[src/rtl/irq_bank_pkg.sv]
package irq_bank_pkg;

  // Width of the half selector carried in the strobe struct (up to 16 halves).
  localparam int HALF_SEL_W = 4;

  typedef enum logic [1:0] {
    KIND_PEND  = 2'd0,
    KIND_MASK  = 2'd1,
    KIND_FORCE = 2'd2,
    KIND_NONE  = 2'd3
  } regKindE;

  typedef struct packed {
    logic                  wrStb;   // write to a writable register
    regKindE               kind;    // register kind addressed
    logic [HALF_SEL_W-1:0] halfSel; // which half (0 = sources 0..HALF_W-1)
  } ctrlStrobeT;

endpackage

[src/rtl/irq_bank_ctrl.sv]
module irq_bank_ctrl
  import irq_bank_pkg::*;
#(
  parameter int NUM_HALF = 2,
  parameter int ADDR_W   = 3
) (
  input  logic [ADDR_W-1:0] regAddr,
  input  logic              regWrEn,
  output ctrlStrobeT        strobe
);

  localparam int NUM_KIND = 3;

  // Address layout: kind * NUM_HALF + position; position 0 is the top half.
  always_comb begin
    strobe         = '0;
    strobe.kind    = KIND_NONE;
    for (int k = 0; k < NUM_KIND; k++) begin
      for (int p = 0; p < NUM_HALF; p++) begin
        if (int'(regAddr) == k * NUM_HALF + p) begin
          strobe.kind    = regKindE'(k[1:0]);
          strobe.halfSel = HALF_SEL_W'(NUM_HALF - 1 - p);
        end
      end
    end
    // Pending view is read-only; unused addresses never write.
    strobe.wrStb = regWrEn && ((strobe.kind == KIND_MASK) || (strobe.kind == KIND_FORCE));
  end

endmodule

[src/rtl/irq_bank_datapath.sv]
module irq_bank_datapath
  import irq_bank_pkg::*;
#(
  parameter int NUM_SRC = 64,
  parameter int HALF_W  = 32
) (
  input  logic               clk,
  input  logic               rstN,
  input  ctrlStrobeT         strobe,
  input  logic [HALF_W-1:0]  regWrData,
  output logic [HALF_W-1:0]  regRdData,
  input  logic [NUM_SRC-1:0] srcIn,
  output logic [NUM_SRC-1:0] reqOut,
  output logic               anyReq
);

  localparam int NUM_HALF = NUM_SRC / HALF_W;

  logic [NUM_SRC-1:0] maskFlat;
  logic [NUM_SRC-1:0] forceFlat;
  logic [NUM_SRC-1:0] nextReq;

  for (genvar h = 0; h < NUM_HALF; h++) begin : g_half
    logic [HALF_W-1:0] maskQ;
    logic [HALF_W-1:0] forceQ;
    logic              hitHalf;

    assign hitHalf = strobe.wrStb && (strobe.halfSel == HALF_SEL_W'(h));

    always_ff @(posedge clk or negedge rstN) begin
      if (!rstN) begin
        maskQ  <= '1;
        forceQ <= '0;
      end else if (hitHalf) begin
        if (strobe.kind == KIND_MASK)  maskQ  <= regWrData;
        if (strobe.kind == KIND_FORCE) forceQ <= regWrData;
      end
    end

    assign maskFlat[h*HALF_W +: HALF_W]  = maskQ;
    assign forceFlat[h*HALF_W +: HALF_W] = forceQ;
  end

  assign nextReq = (srcIn & ~maskFlat) | forceFlat;

  always_ff @(posedge clk or negedge rstN) begin
    if (!rstN) begin
      reqOut <= '0;
      anyReq <= 1'b0;
    end else begin
      reqOut <= nextReq;
      anyReq <= |nextReq;
    end
  end

  always_comb begin
    regRdData = '0;
    for (int h = 0; h < NUM_HALF; h++) begin
      if (strobe.halfSel == HALF_SEL_W'(h)) begin
        case (strobe.kind)
          KIND_PEND:  regRdData = srcIn[h*HALF_W +: HALF_W];
          KIND_MASK:  regRdData = maskFlat[h*HALF_W +: HALF_W];
          KIND_FORCE: regRdData = forceFlat[h*HALF_W +: HALF_W];
          default:    regRdData = '0;
        endcase
      end
    end
  end

endmodule

[src/rtl/irq_mask_force_bank.sv]
module irq_mask_force_bank
  import irq_bank_pkg::*;
#(
  parameter  int NUM_SRC  = 64,
  parameter  int HALF_W   = 32,
  localparam int NUM_HALF = NUM_SRC / HALF_W,
  localparam int ADDR_W   = $clog2(3 * NUM_HALF + 1)
) (
  input  logic               clk,
  input  logic               rstN,
  input  logic [ADDR_W-1:0]  regAddr,
  input  logic               regWrEn,
  input  logic [HALF_W-1:0]  regWrData,
  output logic [HALF_W-1:0]  regRdData,
  input  logic [NUM_SRC-1:0] srcIn,
  output logic [NUM_SRC-1:0] reqOut,
  output logic               anyReq
);

  ctrlStrobeT strobe;

  irq_bank_ctrl #(
    .NUM_HALF(NUM_HALF),
    .ADDR_W  (ADDR_W)
  ) i_ctrl (
    .regAddr(regAddr),
    .regWrEn(regWrEn),
    .strobe (strobe)
  );

  irq_bank_datapath #(
    .NUM_SRC(NUM_SRC),
    .HALF_W (HALF_W)
  ) i_dp (
    .clk      (clk),
    .rstN     (rstN),
    .strobe   (strobe),
    .regWrData(regWrData),
    .regRdData(regRdData),
    .srcIn    (srcIn),
    .reqOut   (reqOut),
    .anyReq   (anyReq)
  );

endmodule

[config.mk]
export PLATFORM = sky130hd
export DESIGN_NAME = irq_mask_force_bank
export DESIGN_NICKNAME = d
export VERILOG_FILES = /design/src/rtl/irq_bank_pkg.sv /design/src/rtl/irq_bank_ctrl.sv /design/src/rtl/irq_bank_datapath.sv /design/src/rtl/irq_mask_force_bank.sv
export SDC_FILE = /design/constraint.sdc
export NUM_CORES = 1
export LEC_CHECK = 0
export BUFFER_PORTS_ARGS = -buffer_cell sky130_fd_sc_hd__buf_2
export CAP_MARGIN = 0
export CORE_AREA = 3 3 141 143
export DETAILED_ROUTE_END_ITERATION = 16
export DIE_AREA = 0 0 144 146
export MAX_ROUTING_LAYER = met4
export PLACE_DENSITY = 0.76
export REMOVE_ABC_BUFFERS = 1
export SYNTH_ARGS = -nofsm -noshare
export SYNTH_HDL_FRONTEND = slang
export SYNTH_HIERARCHICAL = 1
export SYNTH_SLANG_ARGS = --single-unit
[constraint.sdc]
create_clock -name clk -period 3.06 [get_ports clk]
set_clock_uncertainty 0.15 [all_clocks]
set_input_delay 0.765 -clock clk [delete_from_list [all_inputs] [get_ports clk]]
set_output_delay 0.765 -clock clk [all_outputs]
set_load 0.02 [all_outputs]
## Yosys cells after proc, flatten, opt, wreduce, memory -nomap -nowiden

Index checks and enable logic that the tools add are counted.

- Flip-flop bits (word level): 193
- Output and inout port bits: 97

- Eq/ne operators: 8
- Multiplexer cells: 10
- Bitwise gates (word level): 3
- Reduce and logical (&&, ||, !) cells: 12

Operators by type and width:

| cell | count |
|---|---|
| case mux 32 bit (3 select lines) | 2 |
| AND 64 bit | 1 |
| two-way mux 32 bit | 2 |
| NOT 64 bit | 1 |
| bitwise OR 64 bit | 1 |
| OR reduction 64 bit | 1 |
| two-way mux 6 bit | 6 |
| == test 3 bit (second input constant) | 4 |
| AND reduction 2 bit | 4 |
| == test 4 x 1 -> 1 bit (second input constant) | 1 |
| zero test 4 bit | 1 |
| == test 3 x 2 -> 1 bit (second input constant) | 1 |
| logical AND 1 bit | 3 |
| zero test 3 bit | 1 |
| == test 2 x 1 -> 1 bit (second input constant) | 1 |
| == test 2 bit (second input constant) | 1 |
| zero test 2 bit | 1 |
| logical OR 1 bit | 1 |

## Longest topological paths before layout

Gate-level depths: netlist (run 1).

- Word-level depth: 12
- Depth in mapped cells: 10
- Gate-level depth less buffers: 8

## Hierarchy

Netlist (run 1), hierarchy kept.

By module, submodules not included:

| module | times used | cells each | area each (µm²) | sequential area each (µm²) |
|---|---|---|---|---|
| irq_bank_datapath | 1 | 790 | 9287.7 | 4909.7 |
| irq_bank_ctrl | 1 | 12 | 77.6 | 0.0 |

## Worst setup path after synthesis (run 1)

No wires, ideal clock.

- Path type: input to output
- From: input regAddr[1]
- To: output regRdData[0]
- Data arrival time: 2506 ps
- Required time: 2145 ps
- Setup slack: -361 ps
- Stages: 9
- Cells stage by stage: inv_2 -> ha_1 -> inv_1 -> maj3_2 -> nor2b_2 -> buf_4 -> clkbuf_1 -> a21oi_1 -> a211oi_1

RTL lines:

| what | line | RTL |
|---|---|---|
| start, declared | irq_mask_force_bank.sv:11 | `input logic [ADDR_W-1:0] regAddr,` |
| end, declared | irq_mask_force_bank.sv:14 | `output logic [HALF_W-1:0] regRdData,` |

==> results of run 1 <==
-- state kept, by name, summed over array words and instances (netlist names) --
signal              count
i_dp/anyReq             1
i_dp/g_half.forceQ     64
i_dp/g_half.maskQ      64
i_dp/reqOut            64
-- final timing paths --
| check | start | depth (start not counted) | end | slack, ns |
|---|---|---|---|---|
| worst max-delay path | regAddr[1] | 12 | regRdData[20] | -0.38 |
| worst min-delay path | rstN | 1 | i_dp/reqOut[0]$_DFF_PN0_ | 0.18 |
| worst max register to register | i_dp/g_half[1].maskQ[12]$_DFFE_PN1P_ | 6 | i_dp/anyReq$_DFF_PN0_ | 0.55 |
| worst min register to register | i_dp/g_half[1].forceQ[28]$_DFFE_PN0P_ | 1 | i_dp/reqOut[60]$_DFF_PN0_ | 0.37 |
| max in group asynchronous | rstN | 2 | i_dp/g_half[0].maskQ[9]$_DFFE_PN1P_ | 1.80 |
| min in group clk | i_dp/g_half[1].forceQ[28]$_DFFE_PN0P_ | 1 | i_dp/reqOut[60]$_DFF_PN0_ | 0.37 |
-- final cells by class --
class / instances / area share (%)
Sequential cell: 193 / 37.4
Clock buffer: 20 / 3.40
Antenna cell: 3 / 0.0571
Clock inverter: 12 / 1.37
Timing Repair Buffer: 276 / 17.0
Multi-Input combinational cell: 527 / 37.5
Inverter: 35 / 1.06
Tap cell: 234 / 2.23
-- power by group through the flow --
stage	sequential (mW)	clock, mW	combinational (mW)
finish	3.16	2.39	1.66
global route	3.19	2.54	1.76
CTS	3.12	2.43	1.50
detailed placement	3.15	0	1.30
global placement	3.15	0	1.27
floorplan	3.26	0	0.617
-- routing by layer --
layer	vias to the layer above	part of all wire [%]	GRT usage, %
met5	-	0	-
met4	0	2.2	7.77
met3	49	6.0	4.70
met2	310	49	44.0
met1	3848	43	36.6
li1	3399	-	-
-- what timing repair did --
item / in CTS / in global routing
pin swaps: 42 / 44
hold buffers: 0 / 0
setup endpoints to repair: 32 / 32
setup buffers: 10 / 2
hold endpoints to repair: 0 / 0
gates resized for setup: 134 / 102
cloned: 8 / 5
-- per-stage QoR --
step                      utilization (%)  TNS [ns]  hold WS (ns)
final                                70.3     -8.89         0.181
after global routing                 70.2    -10.44         0.196
after CTS                            67.1     -7.69         0.197
after detailed placement             59.2    -12.41         0.337
after global placement               59.2    -11.39         0.342
after floorplan                         -   -880.39         0.310
-- placed cells by master (no fill, tap or decap), drive strengths merged, types with 3 or more instances in the layout --
master,instances
buf,270
dfrtp,129
mux2,110
dfstp,64
mux2i,64
a211oi,64
nor2,64
inv,38
nor2b,35
a21oi,34
or2,32
a21o,32
a2111oi,32
clkbuf,26
nand2,21
o21ai,18
nand4,10
bufinv,4
diode,3
conb,3
clkinv,3
-- logic make-up (layout without fill, tap and decap cells) --
logic type,Yosys count,count (layout)
flip-flops,193,193
multiplexers,174,174
other,1,6
AO/OA/AOI/OAI,180,180
adder cells (fa/ha/maj),2,2
AND/OR/NAND/NOR,168,168
buffers and inverters,84,343
==> insert_results.sql, run 1 <==
INSERT INTO impl_metrics (metric_group, metric, value, unit) VALUES
('clock_tree', 'clkSinkCount', '193', ''),
('critical_path', 'critical_path_arrival', '2.53', 'ns'),
('die', 'die_h', '146', 'um'),
('power_and_ir_drop', 'power.ir.vdd_worst', '423', 'uV'),
('clock_tree', 'ctsLongestPathBuffers', '2', ''),
('clock_tree', 'register_clock_pin_slew_on_the_reported_worst_setup_and_hold_paths', '0.08', 'ns'),
('sta', 'layout_setup_ws', '-0.380', 'ns'),
('finish', 'final-seq-area', '4910', 'sq um'),
('power_and_ir_drop', 'pwr_dens', '548', 'nW/um^2'),
('detailed_routing', 'routed_wire_length_per_instance', '22.2', 'um'),
('global_routing', 'global_route.overflow_total', '0', ''),
('clock_tree', 'clock-root-buffer', 'sky130_fd_sc_hd__clkbuf_16', ''),
('detailed_routing', 'antenna_left', '0', ''),
('detailed_routing', 'drt_pre_antenna_iters', '5', ''),
('logic_synthesis', 'postSynth.topFlopCell', 'sky130_fd_sc_hd__dfrtp_1', ''),
('logic_synthesis', 'synth-compound-area-share', '13.5', '%'),
('place', 'total_instance_count_after_detailed_placement', '1242', ''),
('critical_path', 'setup.worst_path.start_class', 'input port', ''),
('sta', 'rsz0062_at_grt', 'true', ''),
('logic_synthesis', 'yosysMostFrequentCell', 'sky130_fd_sc_hd__dfrtp_1', ''),
('logic_synthesis', 'synthesis.area_per_instance', '11.7', 'sq um'),
('logic_synthesis', 'async_flop_share', '100', '%'),
('power_and_ir_drop', 'clkPwrFrac', '33.2', '%'),
('sta', 'period_minus_slack', '3.44', 'ns'),
('place', 'gp_routability_congestion', '0.847', ''),
('detailed_routing', 'vias', '7606', ''),
('sta', 'min_period_over_period', '112', '%'),
('die', 'rows', '50', ''),
('detailed_routing', 'routed_via_density', '5.85', ''),
('die', 'die_width', '144', 'um'),
('die', 'full_die_area', '21000', 'sq um'),
('sta', 'worst_slew_margin_relative_to_its_limit', '31.7', '%'),
('job', 'maxCapViolCount', '0', ''),
('logic_synthesis', 'synth_simple_gate_area_share', '9.27', '%'),
('sta', 'finalSetupViolations', '32', ''),
('logic_synthesis', 'post_synth_fa_ha_maj_area_fraction', '0.254', '%'),
('power_and_ir_drop', 'design_power_total', '7.20', 'mW'),
('place', 'place_hpwl', '17.9', 'mm'),
('finish', 'nNetsFinal', '1153', ''),
('clock_tree', 'htree_levels', '4', ''),
('outcome', 'status', 'complete, but fails checks', ''),
('outcome', 'violations_in_the_final_reports', 'negative setup slack', ''),
('logic_synthesis', 'netlist_area', '9370', 'sq um'),
('logic_synthesis', 'yosysWarnings', '6', ''),
('critical_path', 'worst_ep_required_time', '2.14', 'ns'),
('logic_synthesis', 'synthXorXnorAreaFrac', '0', '%'),
('critical_path', 'path_delay_family', 'buffers and inverters', ''),
('critical_path', 'critical_path.cell_chain', 'buf_8 > inv_6 > ha_4 > inv_2 > maj3_2 > buf_6 > buf_12 > buf_16 > nor2_4 > a21oi_2 > a211oi_2 > buf_4', ''),
('global_routing', 'grt_first_pass_wirelength', '43.5', 'mm'),
('finish', 'multiInputGateArea', '4930', 'sq um'),
('critical_path', 'cell_with_the_largest_stage_delay_on_the_worst_path', 'sky130_fd_sc_hd__maj3_2', ''),
('logic_synthesis', 'top_post_synthesis_cells_by_count', 'sky130_fd_sc_hd__dfrtp_1, sky130_fd_sc_hd__mux2_2', ''),
('logic_synthesis', 'library_cell_occupying_the_most_area_in_the_post_synthesis_netlist', 'sky130_fd_sc_hd__dfrtp_1', ''),
('detailed_routing', 'drc', '0', ''),
('global_routing', 'track_usage', '27.6', '%'),
('die', 'design.core.area', '18700', 'sq um'),
('logic_synthesis', 'synth_enable_flop_cells', '0', ''),
('logic_synthesis', 'synth_top_cell_area_share', '34.5', '%'),
('critical_path', 'max_stage_delay', '0.35', 'ns'),
('power_and_ir_drop', 'power.internal', '5.08', 'mW'),
('critical_path', 'timing.setup.critical_path_class', 'in -> out', ''),
('critical_path', 'crit_fanout', '5', ''),
('place', 'post_dp_cell_area', '11100', 'sq um'),
('clock_tree', 'tritoncts', 'built', ''),
('global_routing', 'antenna_found_initial', '1', ''),
('finish', 'layout.filler_cells', '1244', ''),
('power_and_ir_drop', 'power_share_of_the_combinational_group', '23.0', '%'),
('critical_path', 'timing.critical_path.to_type', 'output pin', ''),
('global_routing', 'maximum_number_of_pins_on_one_net_before_global_route_repair', '70', ''),
('critical_path', 'critPathBufInv', '7', ''),
('place', 'place_worst_setup_slack', '-0.511', 'ns');
Note: power is estimated with default switching activity, not from simulation.
==> inputs of run 2 (changes only) <==
--- a/config.mk
+++ b/config.mk
@@ -12,6 +12,7 @@
 export DIE_AREA = 0 0 144 146
 export MAX_ROUTING_LAYER = met4
 export PLACE_DENSITY = 0.76
+export RECOVER_POWER = 50
 export REMOVE_ABC_BUFFERS = 1
 export SYNTH_ARGS = -nofsm -noshare
 export SYNTH_HDL_FRONTEND = slang
==> run 2 against run 1 <==
Compared with the run above:
- the flow finishes with violations (max-capacitance violations, max-slew violations, negative setup slack)
- clock-buffer cell count stayed put
- power is 0.51% lower
- via count is 0.18% lower
- combinational power hardly changed
- clock power hardly changed
- final cell count stayed put
- non-clock buffer count stayed put
- register-to-register slack worse by 0.03 ns
- global-route usage stayed put
- critical path depth stayed put
- sequential share of layout area is 0.12 points higher
- maximum frequency is 0.19% higher
- critical endpoint unchanged
- highest routed layer unchanged
==> insert_results.sql, run 2 (synthesis gave the netlist of run 1 again) <==
INSERT INTO impl_metrics (metric_group, metric, value, unit) VALUES
('place', 'post_dp_cell_area', '11100', 'sq um'),
('detailed_routing', 'antenna_left', '0', ''),
('finish', 'largestRegisters', 'i_dp/g_half.forceQ (64), i_dp/g_half.maskQ (64), i_dp/reqOut (64)', ''),
('power_and_ir_drop', 'power.internal', '5.04', 'mW'),
('power_and_ir_drop', 'clkPwrFrac', '33.4', '%'),
('critical_path', 'timing.critical_path.to_type', 'output pin', ''),
('die', 'design.core.area', '18700', 'sq um'),
('sta', 'period_minus_slack', '3.43', 'ns'),
('critical_path', 'timing.setup.critical_path_class', 'in -> out', ''),
('global_routing', 'antenna_found_initial', '1', ''),
('die', 'full_die_area', '21000', 'sq um'),
('sta', 'fin_worst_hold_slack', '0.371', 'ns'),
('detailed_routing', 'routed_via_density', '5.84', ''),
('power_and_ir_drop', 'power_share_of_the_combinational_group', '23.0', '%'),
('sta', 'final_hold_viol_count', '0', ''),
('clock_tree', 'tritoncts', 'built', ''),
('critical_path', 'worst_ep_required_time', '2.14', 'ns'),
('finish', 'final_design_area_no_fill', '13100', 'sq um'),
('outcome', 'violations_in_the_final_reports', 'max-capacitance violations, max-slew violations, negative setup slack', ''),
('critical_path', 'cell_with_the_largest_stage_delay_on_the_worst_path', 'sky130_fd_sc_hd__maj3_2', ''),
('finish', 'syn2layout_area_growth', '39.9', '%'),
('global_routing', 'global_route.overflow_total', '0', ''),
('clock_tree', 'cts_inserted_buffers', '17', ''),
('finish', 'final_common_cell', 'sky130_fd_sc_hd__buf_2', ''),
('die', 'initial_core_util', '50.1', '%'),
('global_routing', 'number_of_global_route_vias_before_repair', '7841', ''),
('sta', 'rsz0062_at_grt', 'true', ''),
('power_and_ir_drop', 'design_power_total', '7.17', 'mW'),
('critical_path', 'critPathBufInv', '7', ''),
('finish', 'mostFrequentLayoutCells', 'sky130_fd_sc_hd__buf_2, sky130_fd_sc_hd__dfrtp_1, sky130_fd_sc_hd__mux2_2, sky130_fd_sc_hd__buf_4, sky130_fd_sc_hd__dfstp_1', ''),
('critical_path', 'critical_path.cell_chain', 'buf_8 > inv_6 > ha_4 > inv_2 > maj3_2 > buf_6 > buf_12 > buf_16 > nor2_4 > a21oi_2 > a211oi_2 > buf_4', ''),
('power_and_ir_drop', 'power.share.switching', '29.6', '%'),
('finish', 'layout.filler_cells', '1252', ''),
('critical_path', 'crit_fanout', '5', ''),
('clock_tree', 'register_clock_pin_slew_on_the_reported_worst_setup_and_hold_paths', '0.07', 'ns'),
('min_path', 'hold_path.class', 'reg -> reg', ''),
('critical_path', 'critical_path_arrival', '2.52', 'ns'),
('power_and_ir_drop', 'pwr_dens', '547', 'nW/um^2'),
('detailed_routing', 'routed_wire_length_per_instance', '22.2', 'um'),
('sta', 'worst_slew_margin_relative_to_its_limit', '-13.9', '%'),
('clock_tree', 'htree_levels', '4', ''),
('detailed_routing', 'drt_pre_antenna_iters', '6', ''),
('sta', 'finalSetupViolations', '32', ''),
('sta', 'layout_setup_ws', '-0.374', 'ns'),
('place', 'place_worst_setup_slack', '-0.511', 'ns'),
('power_and_ir_drop', 'share_seq_of_total_power', '43.6', '%'),
('finish', 'nNetsFinal', '1153', ''),
('global_routing', 'grt_use_met3', '4.70', '%'),
('global_routing', 'track_usage', '27.6', '%'),
('sta', 'min_period_over_period', '112', '%'),
('outcome', 'status', 'complete, but fails checks', ''),
('finish', 'post_route_cells_drive_above_1_share', '56.2', '%'),
('detailed_routing', 'postRouteWirelength', '28.8', 'mm'),
('critical_path', 'path_delay_family', 'buffers and inverters', ''),
('critical_path', 'setup.worst_path.start_class', 'input port', ''),
('place', 'place_hpwl', '17.9', 'mm'),
('sta', 'worst_slew_pin_tran', '1.71', 'ns'),
('global_routing', 'grtUsageMet2', '44.0', '%'),
('sta', 'finalMaxSlewViolations', '70', ''),
('job', 'maxCapViolCount', '1', ''),
('clock_tree', 'clkSinkCount', '193', ''),
('global_routing', 'grt_busiest_layer', 'met2', ''),
('detailed_routing', 'drc', '0', ''),
('global_routing', 'maximum_number_of_pins_on_one_net_before_global_route_repair', '70', ''),
('die', 'die_h', '146', 'um'),
('power_and_ir_drop', 'netSwitchingPower', '2.12', 'mW'),
('power_and_ir_drop', 'power.ir.vdd_worst', '421', 'uV'),
('global_routing', 'grt_first_pass_wirelength', '43.5', 'mm'),
('detailed_routing', 'vias', '7592', ''),
('clock_tree', 'ctsLongestPathBuffers', '2', ''),
('place', 'gp_routability_congestion', '0.847', ''),
('power_and_ir_drop', 'p_leak', '6.10', 'nW'),
('clock_tree', 'worst_skew_pair.late_latency', '0.43', 'ns'),
('finish', 'layout.core_utilization', '70.0', '%'),
('die', 'floorplan.io_pins', '199', ''),
('clock_tree', 'clock-root-buffer', 'sky130_fd_sc_hd__clkbuf_16', ''),
('detailed_routing', 'detail_route.iter0.violations', '471', ''),
('die', 'die_width', '144', 'um'),
('place', 'port_buffers', '198', ''),
('global_routing', 'gr-usage-met1', '36.6', '%'),
('sta', 'maxClockFrequency', '0.291', 'GHz'),
('critical_path', 'max_stage_delay', '0.35', 'ns'),
('die', 'rows', '50', '');
run 2: per-stage QoR:
stage,std cells,TNS [ns]
2_1_floorplan,755,-880.39
3_3_place_gp,1242,-11.39
3_5_place_dp,1242,-12.41
4_1_cts,1291,-7.69
5_1_grt,1298,-11.73
6_report,1300,-8.92
run 2: power by group through the flow:
stage	Clock [mW]	Sequential [mW]	Combinational, mW
after floorplan	0	3.26	0.617
after global placement	0	3.15	1.27
after detailed placement	0	3.15	1.30
after CTS	2.43	3.12	1.50
after global routing	2.54	3.17	1.75
final	2.39	3.13	1.65
run 2: layout make-up:
class                           instances  area [sq um]  area share (%)
Antenna cell                            3          7.51          0.0573
Clock buffer                           20           447            3.41
Clock inverter                         12           180            1.38
Inverter                               35           139            1.06
Multi-Input combinational cell        527          4930            37.7
Sequential cell                       193          4910            37.5
Tap cell                              234           293            2.24
Timing Repair Buffer                  276          2190            16.7
run 2: final timing paths:
kind                                        endpoint  slack [ns]                                   from  cells past startpoint
max reg2reg                    i_dp/anyReq$_DFF_PN0_        0.52   i_dp/g_half[1].maskQ[12]$_DFFE_PN1P_                      6
min                        i_dp/reqOut[60]$_DFF_PN0_        0.37  i_dp/g_half[1].forceQ[28]$_DFFE_PN0P_                      1
max in group asynchronous  i_dp/reqOut[22]$_DFF_PN0_        0.34                                   rstN                      2
min in group asynchronous   i_dp/reqOut[0]$_DFF_PN0_        0.62                                   rstN                      1
min reg2reg                i_dp/reqOut[60]$_DFF_PN0_        0.37  i_dp/g_half[1].forceQ[28]$_DFFE_PN0P_                      1
max                                    regRdData[20]       -0.37                             regAddr[1]                     12
run 2: metal layers:
metal | vias to the layer above | part of all wire [%] | routed length, um
met3 | 50 | 5.8 | 1670
met2 | 291 | 49 | 14200
met5 | - | 0 | 0
met1 | 3865 | 43 | 12300
met4 | 0 | 2.2 | 632
li1 | 3386 | - | -
run 2: repair_timing:
action | in CTS | in global routing
pin swaps | 42 | 44
resized for setup | 134 | 102
endpoints found under the setup margin | 32 | 32
hold buffers | 0 | 0
buffers inserted | 10 | 2
cloned | 8 | 5
run 2: worst reg2reg max path, delay by kind of cell, from the launching register on:
kind            cells  cell delay [ns]
simple gates        4             0.61
buf+inv             1             0.24
flops               1             0.56
compound gates      1             0.85
==> inputs of run 3 (changes only) <==
--- a/config.mk
+++ b/config.mk
@@ -14,6 +14,7 @@
 export PLACE_DENSITY = 0.76
 export RECOVER_POWER = 50
 export REMOVE_ABC_BUFFERS = 1
+export SKIP_LAST_GASP = 1
 export SYNTH_ARGS = -nofsm -noshare
 export SYNTH_HDL_FRONTEND = slang
 export SYNTH_HIERARCHICAL = 1
==> constraint.sdc (replaced) <==
create_clock -name clk -period 3.06 [get_ports clk]
set_clock_uncertainty 0.15 [all_clocks]
set_input_delay 0.306 -clock clk [delete_from_list [all_inputs] [get_ports clk]]
set_output_delay 0.306 -clock clk [all_outputs]
set_load 0.02 [all_outputs]
==> run 3 against run 2 <==
Compared with the run above:
- the flow finishes with violations (max-capacitance violations, max-slew violations)
- setup slack better by 0.60 ns
- combinational power is 24% lower
- register-to-register slack better by 0.14 ns
- clock power about the same
- sequential cell count is the same
- largest power group unchanged
- largest cell class is now registers
- power down 5.8%
- utilization shrank 6.6 points
- die area did not move
- sequential power is essentially flat
- global-route usage is 2.4 points lower
==> insert_results.sql, run 3 (synthesis gave the netlist of run 1 again) <==
INSERT INTO impl_metrics (metric_group, metric, value, unit) VALUES
('clock_tree', 'ctsResizeCount', '0', ''),
('die', 'design.core.area', '18700', 'sq um'),
('critical_path', 'max_stage_delay', '0.37', 'ns'),
('detailed_routing', 'vias', '7366', ''),
('global_routing', 'grt_first_pass_wirelength', '40.5', 'mm'),
('finish', 'antenna-diode-count', '0', ''),
('critical_path', 'critical_path.cell_chain', 'buf_2 > inv_2 > ha_1 > a21oi_4 > buf_12 > buf_4 > nor2b_4 > buf_4 > a211oi_1 > a211oi_1 > buf_2', ''),
('critical_path', 'worst_ep_required_time', '2.60', 'ns'),
('sta', 'worst_slew_pin_tran', '2.21', 'ns'),
('die', 'full_die_area', '21000', 'sq um'),
('power_and_ir_drop', 'pwr_dens', '569', 'nW/um^2'),
('global_routing', 'track_usage', '25.2', '%'),
('finish', 'post_route_cells_drive_above_1_share', '33.1', '%'),
('finish', 'syn2layout_area_growth', '26.6', '%'),
('critical_path', 'setup.worst_path.start_class', 'input port', ''),
('power_and_ir_drop', 'power.ir.vdd_worst', '394', 'uV'),
('finish', 'layout.filler_cells', '1487', ''),
('sta', 'worst_slew_margin_relative_to_its_limit', '-47.6', '%'),
('job', 'maxCapViolCount', '1', ''),
('sta', 'finalSetupTns', '0', 'ns'),
('die', 'floorplan.io_pins', '199', ''),
('power_and_ir_drop', 'p_leak', '5.68', 'nW'),
('clock_tree', 'tritoncts', 'built', ''),
('detailed_routing', 'routed_via_density', '5.63', ''),
('place', 'place_hpwl', '17.3', 'mm'),
('place', 'port_buffers', '198', ''),
('detailed_routing', 'drc', '0', ''),
('place', 'gp_routability_congestion', '0.799', ''),
('outcome', 'violations_in_the_final_reports', 'max-capacitance violations, max-slew violations', ''),
('global_routing', 'maximum_number_of_pins_on_one_net_before_global_route_repair', '88', ''),
('die', 'initial_core_util', '50.1', '%'),
('detailed_routing', 'postRouteWirelength', '25.6', 'mm'),
('clock_tree', 'worst_skew_pair.late_latency', '0.43', 'ns'),
('clock_tree', 'ctsLongestPathBuffers', '2', ''),
('detailed_routing', 'drt_pre_antenna_iters', '5', ''),
('global_routing', 'number_of_global_route_vias_before_repair', '7539', ''),
('global_routing', 'global_route.overflow_total', '0', ''),
('critical_path', 'cell_with_the_largest_stage_delay_on_the_worst_path', 'sky130_fd_sc_hd__a211oi_1', ''),
('finish', 'layout.core_utilization', '63.4', '%'),
('min_path', 'hold_path.class', 'in -> reg', ''),
('sta', 'maxClockFrequency', '0.353', 'GHz'),
('clock_tree', 'clock-root-buffer', 'sky130_fd_sc_hd__clkbuf_16', ''),
('clock_tree', 'register_clock_pin_slew_on_the_reported_worst_setup_and_hold_paths', '0.07', 'ns'),
('finish', 'nNetsFinal', '1165', ''),
('sta', 'finalSetupViolations', '0', ''),
('clock_tree', 'htree_levels', '4', ''),
('clock_tree', 'clkSinkCount', '193', ''),
('die', 'die_width', '144', 'um'),
('clock_tree', 'cts_inserted_buffers', '17', ''),
('finish', 'final_common_cell', 'sky130_fd_sc_hd__buf_2', ''),
('sta', 'final_hold_viol_count', '0', ''),
('sta', 'finalMaxSlewViolations', '87', ''),
('critical_path', 'timing.critical_path.to_type', 'output pin', ''),
('critical_path', 'critical_path_arrival', '2.38', 'ns'),
('global_routing', 'antenna_found_initial', '0', ''),
('sta', 'min_period_over_period', '92.6', '%'),
('detailed_routing', 'routed_wire_length_per_instance', '19.5', 'um'),
('detailed_routing', 'antenna_left', '0', ''),
('sta', 'period_minus_slack', '2.83', 'ns'),
('sta', 'rsz0062_at_grt', 'false', ''),
('die', 'rows', '50', ''),
('die', 'die_h', '146', 'um'),
('critical_path', 'timing.setup.critical_path_class', 'in -> out', ''),
('critical_path', 'crit_fanout', '30', ''),
('finish', 'mostFrequentLayoutCells', 'sky130_fd_sc_hd__buf_2, sky130_fd_sc_hd__dfrtp_1, sky130_fd_sc_hd__mux2_2, sky130_fd_sc_hd__clkbuf_1', ''),
('finish', 'largestRegisters', 'i_dp/g_half.forceQ (64), i_dp/g_half.maskQ (64), i_dp/reqOut (64)', ''),
('outcome', 'status', 'complete, but fails checks', ''),
('detailed_routing', 'detail_route.iter0.violations', '458', '');
run 3: worst paths after layout:
check,startpoint,endpoint,slack (ns),depth (start not counted)
setup / recovery,regAddr[1],regRdData[28],0.23,11
max in group asynchronous,rstN,i_dp/g_half[0].maskQ[8]$_DFFE_PN1P_,0.47,3
min in group asynchronous,rstN,i_dp/reqOut[32]$_DFF_PN0_,0.89,2
setup reg to reg,i_dp/g_half[1].maskQ[13]$_DFFE_PN1P_,i_dp/anyReq$_DFF_PN0_,0.66,6
hold reg to reg,i_dp/g_half[1].forceQ[3]$_DFFE_PN0P_,i_dp/reqOut[35]$_DFF_PN0_,0.36,1
hold / removal,regWrData[15],i_dp/g_half[0].forceQ[15]$_DFFE_PN0P_,0.02,2
run 3: area by class of cell:
cell class	instances	area [sq um]	share of cell area, %
tap	234	293	2.47
clock inverter	11	176	1.49
multi-input combinational	527	4080	34.4
sequential	193	4910	41.4
inverter	35	131	1.11
timing repair buffer	288	1810	15.3
clock buffer	21	460	3.88
run 3: where the power goes:
| group | switching [mW] | leakage (nW) | total (mW) | internal [mW] |
|---|---|---|---|---|
| clock network | 0.970 | 0.302 | 2.39 | 1.42 |
| logic | 0.722 | 3.06 | 1.26 | 0.542 |
| registers | 0.194 | 2.32 | 3.10 | 2.90 |
| total | 1.89 | 5.68 | 6.75 | 4.87 |
run 3: layer usage:
metal / vias to the layer above / share of wire (%) / GRT usage, %
li1: 3406 / - / -
met1: 3669 / 44 / 33.8
met2: 259 / 49 / 39.7
met3: 32 / 5.6 / 3.78
met4: 0 / 1.6 / 7.72
met5: - / 0 / -
run 3: critical path: cells and delay by family:
family,cells,cell delay (ns)
buf+inv,6,1.15
fa+ha+maj,1,0.22
simple gates,1,0.13
compound gates,3,0.56
run 3: timing repair:
item | CTS | global route
endpoints found under the hold margin | 141 | 0
hold buffers | 57 | 0
setup buffers | 0 | 0
endpoints found under the setup margin | 0 | 0
run 3: metrics by stage:
| step | power [mW] | instances | hold WS (ns) | area [sq um] | setup slack, ns |
|---|---|---|---|---|---|
| finish | 6.75 | 1309 | 0.0187 | 11900 | 0.225 |
| global route | 7.06 | 1309 | 0.0102 | 11900 | 0.116 |
| CTS | 6.85 | 1309 | 0.00174 | 12000 | 0.257 |
| detailed placement | 4.39 | 1220 | 0.255 | 10700 | 0.263 |
| global placement | 4.36 | 1220 | 0.251 | 10700 | 0.301 |
| floorplan | 3.87 | 755 | -0.140 | 9080 | -6.29 |
